**config.mk**
```make
export PLATFORM = sky130hd
export DESIGN_NAME = modadd_unit
export DESIGN_NICKNAME = d
export VERILOG_FILES = /design/src/rtl/modadd_pkg.sv /design/src/rtl/modadd_cpa.sv /design/src/rtl/modadd_ctrl.sv /design/src/rtl/modadd_datapath.sv /design/src/rtl/modadd_unit.sv
export SDC_FILE = /design/constraint.sdc
export NUM_CORES = 1
export LEC_CHECK = 0
export BUFFER_PORTS_ARGS = -buffer_cell sky130_fd_sc_hd__clkbuf_2
export CAP_MARGIN = 30
export CORE_ASPECT_RATIO = 0.7
export CORE_UTILIZATION = 58
export CTS_BUF_LIST = sky130_fd_sc_hd__clkbuf_16
export DETAILED_ROUTE_END_ITERATION = 16
export PLACE_DENSITY = 0.81
export SLEW_MARGIN = 20
export SYNTH_ARGS = -nofsm -noshare
export SYNTH_HDL_FRONTEND = slang
export SYNTH_SLANG_ARGS = --single-unit
```
**constraint.sdc**
```tcl
create_clock -name clk -period 6.1 [get_ports clk]
set_input_delay 0.305 -clock clk [delete_from_list [all_inputs] [get_ports clk]]
set_output_delay 0.305 -clock clk [all_outputs]
set_load 0.03 [all_outputs]
```
**src/rtl/modadd_pkg.sv**
```systemverilog
package modadd_pkg;
  typedef enum logic [0:0] {ST_IDLE = 1'b0, ST_CALC = 1'b1} ctrlState_t;

  typedef struct packed {
    logic loadOps;
    logic computeEn;
  } ctrlStrobes_t;
endpackage

```
**src/rtl/modadd_cpa.sv**
```systemverilog
module modadd_cpa #(
  parameter int WIDTH = 16
) (
  input  logic [WIDTH-1:0] xIn,
  input  logic [WIDTH-1:0] yIn,
  input  logic             cIn,
  output logic [WIDTH-1:0] sumOut,
  output logic             cOut
);
  localparam int EXT = WIDTH + 1;
  logic [EXT-1:0] wide;

  assign wide   = {1'b0, xIn} + {1'b0, yIn} + {{WIDTH{1'b0}}, cIn};
  assign sumOut = wide[WIDTH-1:0];
  assign cOut   = wide[WIDTH];
endmodule

```
**src/rtl/modadd_ctrl.sv**
```systemverilog
module modadd_ctrl
  import modadd_pkg::*;
(
  input  logic         clk,
  input  logic         rstN,
  input  logic         startIn,
  output ctrlStrobes_t strobes,
  output logic         validOut
);
  ctrlState_t state, stateNext;
  logic       validQ;

  always_comb begin
    stateNext         = state;
    strobes.loadOps   = 1'b0;
    strobes.computeEn = 1'b0;
    case (state)
      ST_IDLE: if (startIn) begin
        strobes.loadOps = 1'b1;
        stateNext       = ST_CALC;
      end
      ST_CALC: begin
        strobes.computeEn = 1'b1;
        stateNext         = ST_IDLE;
      end
      default: stateNext = ST_IDLE;
    endcase
  end

  always_ff @(posedge clk or negedge rstN) begin
    if (!rstN) begin
      state  <= ST_IDLE;
      validQ <= 1'b0;
    end else begin
      state  <= stateNext;
      validQ <= strobes.computeEn;
    end
  end

  assign validOut = validQ;
endmodule

```
**src/rtl/modadd_datapath.sv**
```systemverilog
module modadd_datapath
  import modadd_pkg::*;
#(
  parameter int WIDTH = 16
) (
  input  logic             clk,
  input  logic             rstN,
  input  ctrlStrobes_t     strobes,
  input  logic             opSub,
  input  logic [WIDTH-1:0] opA,
  input  logic [WIDTH-1:0] opB,
  input  logic [WIDTH-1:0] modP,
  output logic [WIDTH-1:0] result
);
  localparam int EXT = WIDTH + 1;

  logic [WIDTH-1:0] aReg, bReg, pReg, resReg;
  logic             subReg;

  logic [WIDTH-1:0] firstSum;
  logic             firstCarry;
  logic [EXT-1:0]   secondX, secondY, secondSum;
  logic             secondCarry;
  logic [WIDTH-1:0] picked;

  always_ff @(posedge clk or negedge rstN) begin
    if (!rstN) begin
      aReg   <= '0;
      bReg   <= '0;
      pReg   <= '0;
      subReg <= 1'b0;
    end else if (strobes.loadOps) begin
      aReg   <= opA;
      bReg   <= opB;
      pReg   <= modP;
      subReg <= opSub;
    end
  end

  // First adder: A + B, or A + ~B + 1 for subtraction.
  modadd_cpa #(.WIDTH(WIDTH)) u_first (
    .xIn   (aReg),
    .yIn   (subReg ? ~bReg : bReg),
    .cIn   (subReg),
    .sumOut(firstSum),
    .cOut  (firstCarry)
  );

  // Second adder: (A+B) + ~p + 1 on WIDTH+1 bits, or (A-B) + p.
  assign secondX = subReg ? {1'b0, firstSum} : {firstCarry, firstSum};
  assign secondY = subReg ? {1'b0, pReg}     : {1'b1, ~pReg};

  modadd_cpa #(.WIDTH(EXT)) u_second (
    .xIn   (secondX),
    .yIn   (secondY),
    .cIn   (~subReg),
    .sumOut(secondSum),
    .cOut  (secondCarry)
  );

  always_comb begin
    if (subReg) picked = firstCarry  ? firstSum : secondSum[WIDTH-1:0];
    else        picked = secondCarry ? secondSum[WIDTH-1:0] : firstSum;
  end

  always_ff @(posedge clk or negedge rstN) begin
    if (!rstN)                  resReg <= '0;
    else if (strobes.computeEn) resReg <= picked;
  end

  assign result = resReg;
endmodule

```
**src/rtl/modadd_unit.sv**
```systemverilog
module modadd_unit
  import modadd_pkg::*;
#(
  parameter int WIDTH = 16
) (
  input  logic             clk,
  input  logic             rstN,
  input  logic             startIn,
  input  logic             opSub,
  input  logic [WIDTH-1:0] opA,
  input  logic [WIDTH-1:0] opB,
  input  logic [WIDTH-1:0] modP,
  output logic [WIDTH-1:0] result,
  output logic             resultValid
);
  ctrlStrobes_t strobes;

  modadd_ctrl u_ctrl (
    .clk     (clk),
    .rstN    (rstN),
    .startIn (startIn),
    .strobes (strobes),
    .validOut(resultValid)
  );

  modadd_datapath #(.WIDTH(WIDTH)) u_dp (
    .clk    (clk),
    .rstN   (rstN),
    .strobes(strobes),
    .opSub  (opSub),
    .opA    (opA),
    .opB    (opB),
    .modP   (modP),
    .result (result)
  );
endmodule

```
Yosys cells after proc, flatten, opt, wreduce, memory -nomap -nowiden
Index checks and enable logic that the tools add are counted.
W data, S select, Z words.
{"block": "word_totals", "ff_bits": 67, "word_cells": 25}
{"block": "op_classes", "add_sub_neg": 4, "muxes": 10, "bitwise": 4}
{"op": "$mux W16", "count": 4}
{"op": "$mux W17", "count": 2}
{"op": "$not A16 Y16", "count": 2}
{"op": "$add A17 B17 Y18", "count": 1}
{"op": "$add A18 B1 Y18", "count": 1}
{"op": "$add A16 B16 Y17", "count": 1}
{"op": "$add A17 B1 Y17", "count": 1}
{"op": "$mux W1", "count": 3}
{"op": "$not A1 Y1", "count": 2}
{"op": "$pmux W1 S2", "count": 1}

Logic depth before layout (Yosys ltp)
Gate-level depths: netlist of the first run.
{"block": "depth", "depth_word": 9, "mapped_depth": 21}

Hierarchy
A second synthesis of the first run with hierarchy kept.
{"block": "hier_totals", "hier_cells": 459, "area_unflattened_um2": 4649.5}
{"mod": "modadd_datapath", "n_inst": 1, "cells_per_inst": 236, "area_each_um2": 2926.6, "seq_area_each_um2": 1626.6}
{"mod": "modadd_cpa at u_dp.u_second", "n_inst": 1, "cells_per_inst": 129, "area_each_um2": 910.9, "seq_area_each_um2": 0.0}
{"mod": "modadd_cpa at u_dp.u_first", "n_inst": 1, "cells_per_inst": 89, "area_each_um2": 733.2, "seq_area_each_um2": 0.0}
{"mod": "modadd_ctrl", "n_inst": 1, "cells_per_inst": 5, "area_each_um2": 78.8, "seq_area_each_um2": 50.0}

Worst setup path after synthesis of the first run
OpenSTA, ideal clock, no wires.
{"block": "synth_timing", "path_kind": "register to register", "from": "register u_dp.subReg", "to": "register u_dp.resReg[13], in the netlist u_dp.result[13]", "setup_time_ns": 0.134, "arrival_ns": 4.273, "required_time_ns": 5.966, "setup_slack_ns": 1.693, "stages_incl_launch_ff": 21, "period_less_slack_ns": 4.407, "cell_sequence": "dfrtp_1 > buf_2 > buf_1 > xor2_1 > ha_1 > or4_1 > o211a_1 > nand4_1 > a21o_1 > nand2_1 > xor2_1 > ha_1 > nand2_1 > nor2_1 > nand3_1 > o21ai_4 > a41oi_4 > mux2i_4 > buf_8 > mux2i_1 > a21oi_1"}
{"block": "synth_via", "elab_chain_len": 8, "word_cells_on_any_way": 11}
{"element": "start: declaration", "line_no": "modadd_datapath.sv:18", "text": "logic subReg;"}
{"element": "start signal: assignment", "line_no": "modadd_datapath.sv:36", "text": "subReg <= opSub;"}
{"element": "$mux W16", "line_no": "modadd_datapath.sv:43", "text": ".yIn (subReg ? ~bReg : bReg),"}
{"element": "$add A16 B16 Y17", "line_no": "modadd_cpa.sv:13", "text": "assign wide = {1'b0, xIn} + {1'b0, yIn} + {{WIDTH{1'b0}}, cIn};"}
{"element": "$add A17 B1 Y17", "line_no": "modadd_cpa.sv:13"}
{"element": "$mux W17", "line_no": "modadd_datapath.sv:50", "text": "assign secondX = subReg ? {1'b0, firstSum} : {firstCarry, firstSum};"}
{"element": "$add A17 B17 Y18", "line_no": "modadd_cpa.sv:13"}
{"element": "$add A18 B1 Y18", "line_no": "modadd_cpa.sv:13"}
{"element": "$mux W16, on equally long branches", "line_no": "modadd_datapath.sv:63, modadd_datapath.sv:62"}
{"element": "$mux W16 (*)", "line_no": "modadd_datapath.sv:62", "text": "if (subReg) picked = firstCarry ? firstSum : secondSum[WIDTH-1:0];"}
{"element": "end signal: assignment", "line_no": "modadd_datapath.sv:68", "text": "else if (strobes.computeEn) resReg <= picked;"}
{"element": "end: declaration", "line_no": "modadd_datapath.sv:17", "text": "logic [WIDTH-1:0] aReg, bReg, pReg, resReg;"}
Every way passes the cells marked *; elsewhere a longest branch is shown, timed or not.
A chain may end at the register's enable or synchronous reset.

Final worst setup path of the first run
{"block": "layout_timing", "from": "register u_dp.subReg", "to": "register u_dp.resReg[1], in the netlist u_dp.result[1]"}
Same word-level chain as after synthesis.

==> flow_summary.yaml, run 1 <==
cells_and_area:
  drive_gt1_share_pct: 30.5
  final_cells: 580
  nets: 561
  fin_util_pct: 69.6
  fillers: 538
  multiInputGateArea_um2: 2590
  regArea_um2: 1680
  final_area_um2: 5090
  diodes: 0
  syn_to_final_growth_pct: 15.5
status:
  status: "finished, final reports clean"
synthesis:
  synthDistinctLibCells: 52
  netlist_top_cells_area: "dfrtp_1 38%, mux2_2 13%, ha_1 8.5%"
  netlist_instances: 414
  synthesis.area_um2: 4410
  yosysWarnings: 0
  ys_async_sr_fraction_pct: 100
  syn_nets: 498
  netlist.top_cell.by_area: "dfrtp_1"
  ys_seq_elements: 67
  avgSynthCellArea_um2: 10.7
  synth_edf_count: 0
  synth_ff_type: "dfrtp_1"
  synth.top_cell.area_share_pct: 38.0
  yosysSeqAreaShare_pct: 38.0
pwr:
  p_per_area_nw_per_um2: 604
  switching_share_pct: 45.2
  internal-power_mw: 1.69
  vdd_ir_drop_max_mv: 0.270
  cellLeakagePower_nw: 2.38
  p_sw_mw: 1.39
  seqPwrFrac_pct: 20.2
  clkPwrFrac_pct: 16.7
  p_comb_share_pct: 63.0
sta:
  finClkSkew_ps: 5.80
  finalCritPeriodShare_pct: 84.2
  slew_viol_final: 0
  max_slew_margin_pct: 43.7
  rsz0062_at_grt: "false"
  fin_crit_ps: 5140
  final-setup-viol-count: 0
  fmax_mhz: 195
  tns_ps: 0
  hold_viol: 0
  worst_pin_slew_ps: 845
floorplanning:
  die_w_um: 106
  initial_core_util_pct: 60.3
  core_um2: 7320
  io_pins: 69
  rows: 26
  die-area_um2: 7960
  die_h_um: 75.0
routing:
  drt-met1-wl_mm: 4.56
  vias: 3366
  wl_met3_um: 674
  ant_nets: 0
  wl_met2_mm: 4.19
  drc_errors: 0
  routed_wirelength_mm: 9.59
  routedWlPerCell_um: 16.5
  via_per_inst: 5.80
  dr.pass1.iters: 5
  drt_iter0_markers: 168
  top_layer_used: "met4"
clocking:
  clk_latency_ps: 340
  clockBufferDepth: 2
  h-tree-depth: 3
  cts_setup_buffers: 0
  cts-root-buf: "clkbuf_16"
  cts_hold_buf: 0
  cts_tree: "yes"
  clkSinkCount: 67
  post_cts_resized: 0
  numCtsBuffers: 9
  path_clk_slew_ps: 60
placed_design:
  place.gp.congestion: 0.966
  hpwlAfterDp_mm: 6.85
  io_buffers: 68
  dp.cells: 564
  placed_cell_area_um2: 4800
global_route:
  grt_max_degree: 68
  antenna_found_initial: 0
  grt_overflow: 0
  grt_use_total_pct: 26.6
  grt_pass1_vias: 3239
  grt_pass1_wl_mm: 16.0
critical_path:
  required_ps: 6320
  reg2reg_from: "u_dp.subReg"
  startpoint_type: "register"
  cp_max_fo: 19
  cp-end-kind: "register"
  worstRegToRegCells: 17
  r2r_end: "u_dp.result[1]"
  path_class: "register to register"
  cp.arrival_ps: 5360
  r2r_slack_ps: 960
flow_run:
  cap_violations: 0
min_path:
  hp-class: "input pin to asynchronous set/reset pin"
==> metrics by stage <==
step | total power, mW | worst slack (ps) | hold WS, ps
2_1_floorplan | 2.13 | 1690 | 9.41
3_3_place_gp | 2.44 | 1320 | 500
3_5_place_dp | 2.50 | 1110 | 506
4_1_cts | 3.06 | 1040 | 190
5_1_grt | 3.29 | 750 | 189
6_report | 3.08 | 963 | 149
==> logic make-up after synthesis <==
| group | count (synthesis) | synth area share, % |
|---|---|---|
| AOI/OAI and AO/OA | 84 | 13.0 |
| xor gates and xnor gates | 56 | 11.3 |
| adders and majority gates | 32 | 9.42 |
| buffers and inverters | 32 | 3.49 |
| DFF | 67 | 38.0 |
| muxes | 65 | 16.5 |
| and+or+nand+nor | 78 | 8.37 |
==> registers in the layout, summed over array words and instances (netlist names) <==
name,cells
u_ctrl.state,1
u_ctrl.validOut,1
u_dp.aReg,16
u_dp.bReg,16
u_dp.pReg,16
u_dp.result,16
u_dp.subReg,1
==> cell usage after synthesis, drive strengths merged, types with 2 or more instances <==
cell,n
dfrtp,67
mux2,50
a21oi,36
xnor2,31
ha,30
nor2,26
xor2,25
nand2,19
mux2i,15
o21ai,13
inv,12
a21o,11
buf,11
clkbuf,8
nand3,8
a211o,6
nand4,5
nand2b,4
nor2b,4
nor3,3
fa,2
o211ai,2
o21a,2
o221ai,2
or3,2
==> per-layer routing <==
layer / up-vias / GRT usage [%]
li1: 1607 / -
met1: 1606 / 35.7
met2: 138 / 41.4
met3: 15 / 7.88
met4: 0 / 9.72
met5: - / 0
==> cell usage in the layout, fill, tap and decap left out, drive strengths merged, types with 2 or more instances in the layout <==
| cell | synthesis | routed |
|---|---|---|
| clkinv | 0 | 4 |
| a211o | 6 | 6 |
| mux2i | 15 | 15 |
| dfrtp | 67 | 67 |
| xor2 | 25 | 25 |
| xnor2 | 31 | 31 |
| nor2 | 26 | 26 |
| nor2b | 4 | 4 |
| o21a | 2 | 2 |
| a21oi | 36 | 36 |
| clkbuf | 8 | 76 |
| o211ai | 2 | 2 |
| nand3 | 8 | 8 |
| nand2 | 19 | 19 |
| inv | 12 | 13 |
| mux2 | 50 | 50 |
| ha | 30 | 30 |
| buf | 11 | 5 |
| fa | 2 | 2 |
| o221ai | 2 | 2 |
| a21o | 11 | 11 |
| nand2b | 4 | 4 |
| nor3 | 3 | 3 |
| nand4 | 5 | 5 |
| or3 | 2 | 2 |
| o21ai | 13 | 13 |
==> power by group through the flow <==
stage	Sequential (mW)	Combinational (mW)	Clock, mW
floorplan	0.713	1.42	0
global placement	0.624	1.82	0
detailed placement	0.630	1.87	0
CTS	0.623	1.91	0.524
global route	0.634	2.12	0.540
finish	0.622	1.94	0.516
==> critical path: stages (launching register included) <==
cell and delay [ps]:
dfrtp_1 850, xor2_1 260, fa_1 500, a21oi_1 250, o2111ai_1 250, o21ai_0 310
a21o_1 170, and2_1 130, xnor2_1 90, ha_1 340, nand2_1 70, nor2_1 200
nand3_1 150, o21ai_4 220, a41oi_4 150, mux2i_4 610, mux2i_1 160, mux2_2 290
==> how the worst max path moves through the flow <==
stage,endpoint,cells after the start,start
global route,u_dp.result[9],17,u_dp.subReg
finish,u_dp.result[1],17,u_dp.subReg
CTS,u_dp.result[10],17,u_dp.subReg
floorplan,u_dp.result[13],20,u_dp.subReg
detailed placement,u_dp.result[10],17,u_dp.subReg
global placement,u_dp.result[10],17,u_dp.subReg
==> final cells by class <==
class / count / share of cell area, %
Clock buffer: 9 / 4.42
Clock inverter: 7 / 1.33
Inverter: 12 / 0.884
Multi-Input combinational cell: 315 / 50.8
Sequential cell: 67 / 32.9
Tap cell: 98 / 2.41
Timing Repair Buffer: 72 / 7.27
Power figures use the tool's default switching activity.
==> inputs of run 2 (changes only) <==
ABC_AREA = 1   (was default)
CORE_UTILIZATION = 59   (was 58)
clock period = 5.4 ns   (was 6.1 ns; I/O delays follow)
==> run 2 against run 1 <==
Cell count rose by 52%. First-iteration DRC count rose to 2.6 times the previous value. Worst hold slack got worse by 28 ps. Synthesized cell count grew 71%. Critical endpoint is now u_dp.result[11]. Largest power group unchanged.
==> flow_summary.yaml, run 2 <==
status:
  status: "finished, final reports clean"
global_route:
  grt_use_total_pct: 32.7
  antenna_found_initial: 0
  grt_overflow: 0
  grt_max_degree: 68
  grt_pass1_wl_mm: 22.3
  grt_pass1_vias: 4489
critical_path:
  path_cells: "xor2_1 > ha_1 > nand3_1 > nand2_1 > nand2_1 > nand2_2 > a21oi_1 > xnor2_1 > ha_1 > a21oi_1 > a21boi_0 > a21boi_0 > nand2_1 > xnor2_1 > nor2_1 > nor2_1 > a21oi_2"
  cp_max_fo: 16
  slowest_delay_ps: 830
  path_class: "register to register"
  cp.arrival_ps: 4530
  startpoint_type: "register"
  crit_path_frequent_cell: "nand2_1"
  required_ps: 5630
  cp-end-kind: "register"
  crit_path_top_delay_cell: "dfrtp_1"
routing:
  ant_nets: 0
  dr.pass1.iters: 5
  vias: 4843
  drt_iter0_markers: 443
  via_per_inst: 5.50
  routedWlPerCell_um: 15.3
  routed_wirelength_mm: 13.5
  drc_errors: 0
floorplanning:
  core_um2: 8110
  die-area_um2: 8980
  initial_core_util_pct: 62.6
  io_pins: 69
  rows: 27
  die_h_um: 79.6
  die_w_um: 113
pwr:
  internal-power_mw: 1.74
  p_sw_mw: 1.90
  vdd_ir_drop_max_mv: 0.280
  p_per_area_nw_per_um2: 631
  seqPwrFrac_pct: 19.0
  p_comb_share_pct: 64.9
  clkPwrFrac_pct: 16.1
  cellLeakagePower_nw: 3.26
  switching_share_pct: 52.2
  total_power_mw: 3.64
synthesis:
  synth_edf_count: 0
  ys_seq_elements: 67
  synthesis.area_um2: 5070
  yosysSeqAreaShare_pct: 33.0
  yosysMostFrequentCell: "nand2_1"
  avgSynthCellArea_um2: 7.15
  netlist_top_cells_area: "dfrtp_1 33%, nand2_1 21%, ha_1 7.4%"
  synth.top_cell.area_share_pct: 33.0
  netlist.top_cell.by_area: "dfrtp_1"
  ys_async_sr_fraction_pct: 100
  synthDistinctLibCells: 39
  netlist_instances: 710
  yosysWarnings: 0
  synth_ff_type: "dfrtp_1"
  synth_common_cells: "278 x nand2_1, 67 x dfrtp_1, 64 x inv_1"
  syn_nets: 794
clocking:
  path_clk_slew_ps: 60
  cts_setup_buffers: 0
  numCtsBuffers: 9
  cts_tree: "yes"
  post_cts_resized: 0
  cts_hold_buf: 0
  clk_latency_ps: 340
  cts-root-buf: "clkbuf_16"
  clockBufferDepth: 2
  h-tree-depth: 3
  clkSinkCount: 67
sta:
  rsz0062_at_grt: "false"
  max_slew_margin_pct: 40.5
  finalCritPeriodShare_pct: 79.7
  tns_ps: 0
  finClkSkew_ps: 6.88
  hold-worst-slack_ps: 121
  hold_viol: 0
  slew_viol_final: 0
  fmax_mhz: 232
  fin_crit_ps: 4310
  worst_pin_slew_ps: 892
  final-setup-viol-count: 0
placed_design:
  dp.cells: 864
  place.gp.congestion: 1.01
  hpwlAfterDp_mm: 10.5
  io_buffers: 68
cells_and_area:
  final_cells: 880
  diodes: 0
  layout_common_cells: "278 x nand2_1, 68 x clkbuf_2, 67 x dfrtp_1, 64 x inv_1, 39 x nor2_1"
  syn_to_final_growth_pct: 13.8
  final_common_cell: "nand2_1"
  fin_util_pct: 71.2
  nets: 858
  fillers: 665
  drive_gt1_share_pct: 16.8
flow_run:
  cap_violations: 0
min_path:
  hp-class: "input pin to register"
[run 2: changes by cell type in the layout (fill, tap and decap cells not counted), sizes merged, moves of 13 or more]
cell   delta
nand3    +40
inv      +54
xnor2    -13
nand2   +265
mux2i    -15
nor2     +19
mux2     -50
[run 2: layout make-up]
cell class	count	area [um2]	share of cell area (%)
multi-input combinational	556	3050	52.8
sequential	67	1680	29.0
timing repair buffer	73	378	6.54
inverter	67	251	4.36
clock buffer	9	225	3.90
tap	101	126	2.19
clock inverter	7	68.8	1.19
[run 2: power groups by stage]
stage               registers [mW]  clock network, mW  logic [mW]
floorplan                    0.796                  0        1.61
global placement             0.692                  0        2.28
detailed placement           0.696                  0        2.30
CTS                          0.691              0.597        2.31
global route                 0.704              0.612        2.60
finish                       0.691              0.587        2.36
[run 2: path summary, 6_finish.rpt]
kind	from	endpoint	slack, ps	cells past startpoint
worst min-delay path	opA[6]	u_dp.aReg[6]	120	3
worst max register to register	u_dp.subReg	u_dp.result[11]	1090	17
worst max-delay path	u_dp.subReg	u_dp.result[11]	1090	17
min in group asynchronous	rstN	u_dp.aReg[12]	130	2
worst min register to register	u_dp.pReg[11]	u_dp.pReg[11]	490	2
max in group asynchronous	rstN	u_dp.pReg[9]	4720	2
[run 2: per-stage QoR]
step                      cell area, um2  setup slack, ps
after global routing                5770              771
after CTS                           5770             1180
final                               5770             1090
after detailed placement            5480             1190
after floorplan                     5070             1760
after global placement              5480             1230
[run 2: routing by layer]
layer	global-route usage, %	wire, um	up-vias
li1	-	-	2377
met1	46.3	6580	2230
met2	49.9	5650	211
met3	7.29	1020	25
met4	10.3	216	0
met5	0	0	-
[run 2: cell families after synthesis]
family                     Yosys count  synth area share [%]
buffers and inverters               87                  6.90
AOI/OAI and AO/OA                   69                  8.16
and+or+nand+nor                    406                  35.3
DFF                                 67                  33.0
xor gates and xnor gates            49                  8.46
adders and majority gates           32                  8.19
[run 2: critical path, delay by kind of cell, from the launching register on]
kind	cells	cell delay [ps]
xor gates and xnor gates	3	970
and+or+nand+nor	7	690
DFF	1	830
adders and majority gates	2	790
AOI/OAI and AO/OA	5	910
==> inputs of run 3 (changes only) <==
CORE_UTILIZATION = 53   (was 59)
PLACE_DENSITY = 0.77   (was 0.81)
clock period = 3.5 ns   (was 5.4 ns; I/O delays follow)
==> run 3 against run 2 <==
Worst hold slack got worse by 100 ps. Clock skew rose by 2.3 ps. Critical path depth rose by 5. Sequential share of layout area down 7.0 points. Sequential power increased by 55%. Via count rose by 20%. Flip-flop and latch count did not move. Register-to-register slack got worse by 1300 ps. Cell count up 16%. The flow now finishes with violations (negative setup slack). Non-clock buffer count rose by 117. Utilization rose by 12 points. Largest cell class unchanged.
==> flow_summary.yaml, run 3 (same netlist as run 2, synthesis figures left out) <==
status:
  status: "finished with violations"
  failed_checks: "negative setup slack"
critical_path:
  r2r_slack_ps: -200
  path_cells: "buf_12 > xor2_1 > ha_1 > nand2_2 > buf_4 > nor4_2 > nand2_2 > nand2_2 > nand2_2 > nand2_4 > ha_4 > buf_4 > a21oi_1 > nand2_1 > a21oi_2 > nand2_1 > nand2_1 > nand2_2 > a21oi_2 > nand2_1 > nor2_1 > nor2_1"
  slowest_delay_ps: 450
  path_class: "register to register"
  critical_path_buf_inv_count: 3
  crit_path_top_delay_cell: "dfrtp_2"
  startpoint_type: "register"
  cp-end-kind: "register"
  crit_path_frequent_cell: "nand2_2"
  crit_family: "simple AND/OR/NAND/NOR gates"
  cp_max_fo: 8
  required_ps: 3740
  cp.arrival_ps: 3940
routing:
  drt_iter0_markers: 566
  ant_nets: 0
  vias: 5790
  dr.pass1.iters: 6
  routed_wirelength_mm: 18.7
  via_per_inst: 5.67
  drc_errors: 0
  routedWlPerCell_um: 18.3
placed_design:
  io_buffers: 68
  place.gp.congestion: 1.02
  post-place-ws_ps: -271
  hpwlAfterDp_mm: 11.8
sta:
  hold_viol: 0
  final-setup-viol-count: 16
  setup_slack_ps: -195
  finClkSkew_ps: 9.16
  fin_crit_ps: 3700
  slew_viol_final: 0
  worst_pin_slew_ps: 857
  max_slew_margin_pct: 42.9
  finalCritPeriodShare_pct: 106
  fmax_mhz: 271
  rsz0062_at_grt: "true"
pwr:
  cellLeakagePower_nw: 4.02
  total_power_mw: 8.42
  p_per_area_nw_per_um2: 1110
  switching_share_pct: 48.2
  clkPwrFrac_pct: 12.2
  vdd_ir_drop_max_mv: 0.636
  p_comb_share_pct: 75.2
  seqPwrFrac_pct: 12.7
  p_sw_mw: 4.06
  internal-power_mw: 4.36
floorplanning:
  io_pins: 69
  initial_core_util_pct: 55.3
  core_um2: 9180
  die_h_um: 83.9
  rows: 29
  die_w_um: 119
  die-area_um2: 9980
clocking:
  clkSinkCount: 67
  clk_latency_ps: 350
  h-tree-depth: 3
  numCtsBuffers: 9
  cts_tree: "yes"
  clockBufferDepth: 2
  path_clk_slew_ps: 60
  cts-root-buf: "clkbuf_16"
min_path:
  hp-class: "input pin to register"
global_route:
  met3_usage_pct: 8.20
  antenna_found_initial: 0
  grt_use_met2_pct: 52.2
  grt_pass1_vias: 5199
  grt_use_met1_pct: 48.2
  grt_pass1_wl_mm: 26.2
  grt_overflow: 0
  busiest_layer: "met2"
  grt_use_total_pct: 34.3
  grt_max_degree: 55
flow_run:
  cap_violations: 0
cells_and_area:
  drive_gt1_share_pct: 42.9
  diodes: 0
  nets: 977
  syn_to_final_growth_pct: 50.1
  layout_common_cells: "236 x nand2_1, 108 x buf_4, 67 x clkbuf_2, 66 x dfrtp_1, 47 x inv_1"
  final_common_cell: "nand2_1"
run 3: cell count changes in the layout (fill, tap and decap cells not counted), sizes merged:
cell	delta
clkinv	-1
bufinv	+1
buf	+115
inv	+2
nand2	+1
clkinvlp	-2
dlygate4sd3	+1
nor2	+1
clkbuf	+1
run 3: final timing paths:
check | to | from | cells past startpoint
max in group asynchronous | u_dp.pReg[10] | rstN | 3
setup reg to reg | u_dp.result[14] | u_dp.subReg | 22
min in group asynchronous | u_dp.aReg[14] | rstN | 2
hold reg to reg | u_dp.pReg[6] | u_dp.pReg[6] | 2
setup / recovery | u_dp.result[14] | u_dp.subReg | 22
hold / removal | u_dp.bReg[2] | opB[2] | 3
run 3: stage by stage:
step	cell area (um2)	hold slack (ps)	setup TNS, ps	cells	util (%)
after floorplan	5080	-121	0	710	-
after global placement	6190	330	-3890	975	67.5
after detailed placement	6190	358	-3710	975	67.5
after CTS	6820	19.0	-6.89	999	74.3
after global routing	7620	26.6	-3720	1022	83.0
final	7620	17.7	-1720	1022	83.0
run 3: layer usage:
metal / up-vias / wire [um]
li1: 2623 / -
met1: 2719 / 8110
met2: 379 / 8450
met3: 69 / 1580
met4: 0 / 569
met5: - / 0
run 3: power groups by stage:
stage / Clock [mW] / Combinational, mW / Sequential [mW]
after floorplan: 0 / 2.49 / 1.23
after global placement: 0 / 4.50 / 1.06
after detailed placement: 0 / 4.56 / 1.07
after CTS: 1.02 / 4.90 / 1.06
after global routing: 1.06 / 6.66 / 1.08
final: 1.02 / 6.33 / 1.07
run 3: worst register-to-register path, delay by kind of cell, from the launching register on:
family | cells | cell delay (ps)
XOR/XNOR | 1 | 160
flip-flops | 1 | 450
AND/OR/NAND/NOR | 13 | 1410
AO/OA/AOI/OAI | 3 | 480
adder cells (fa/ha/maj) | 2 | 600
buffers and inverters | 3 | 490
run 3: layout make-up:
cell class	instances	area, um2
Multi-Input combinational cell	558	3800
Sequential cell	67	1680
Fill cell	574	1560
Timing Repair Buffer	190	1400
Inverter	67	262
Clock buffer	9	225
Tap cell	124	155
Clock inverter	7	98.8
run 3: what timing repair did:
item / in CTS / in global routing
hold endpoints to repair: 4 / 0
buffers inserted: 5 / 19
hold buffers: 1 / 0
endpoints found under the setup margin: 16 / 16
gates resized for setup: 48 / 136
gates cloned: 2 / 3
pin swaps: 19 / 83
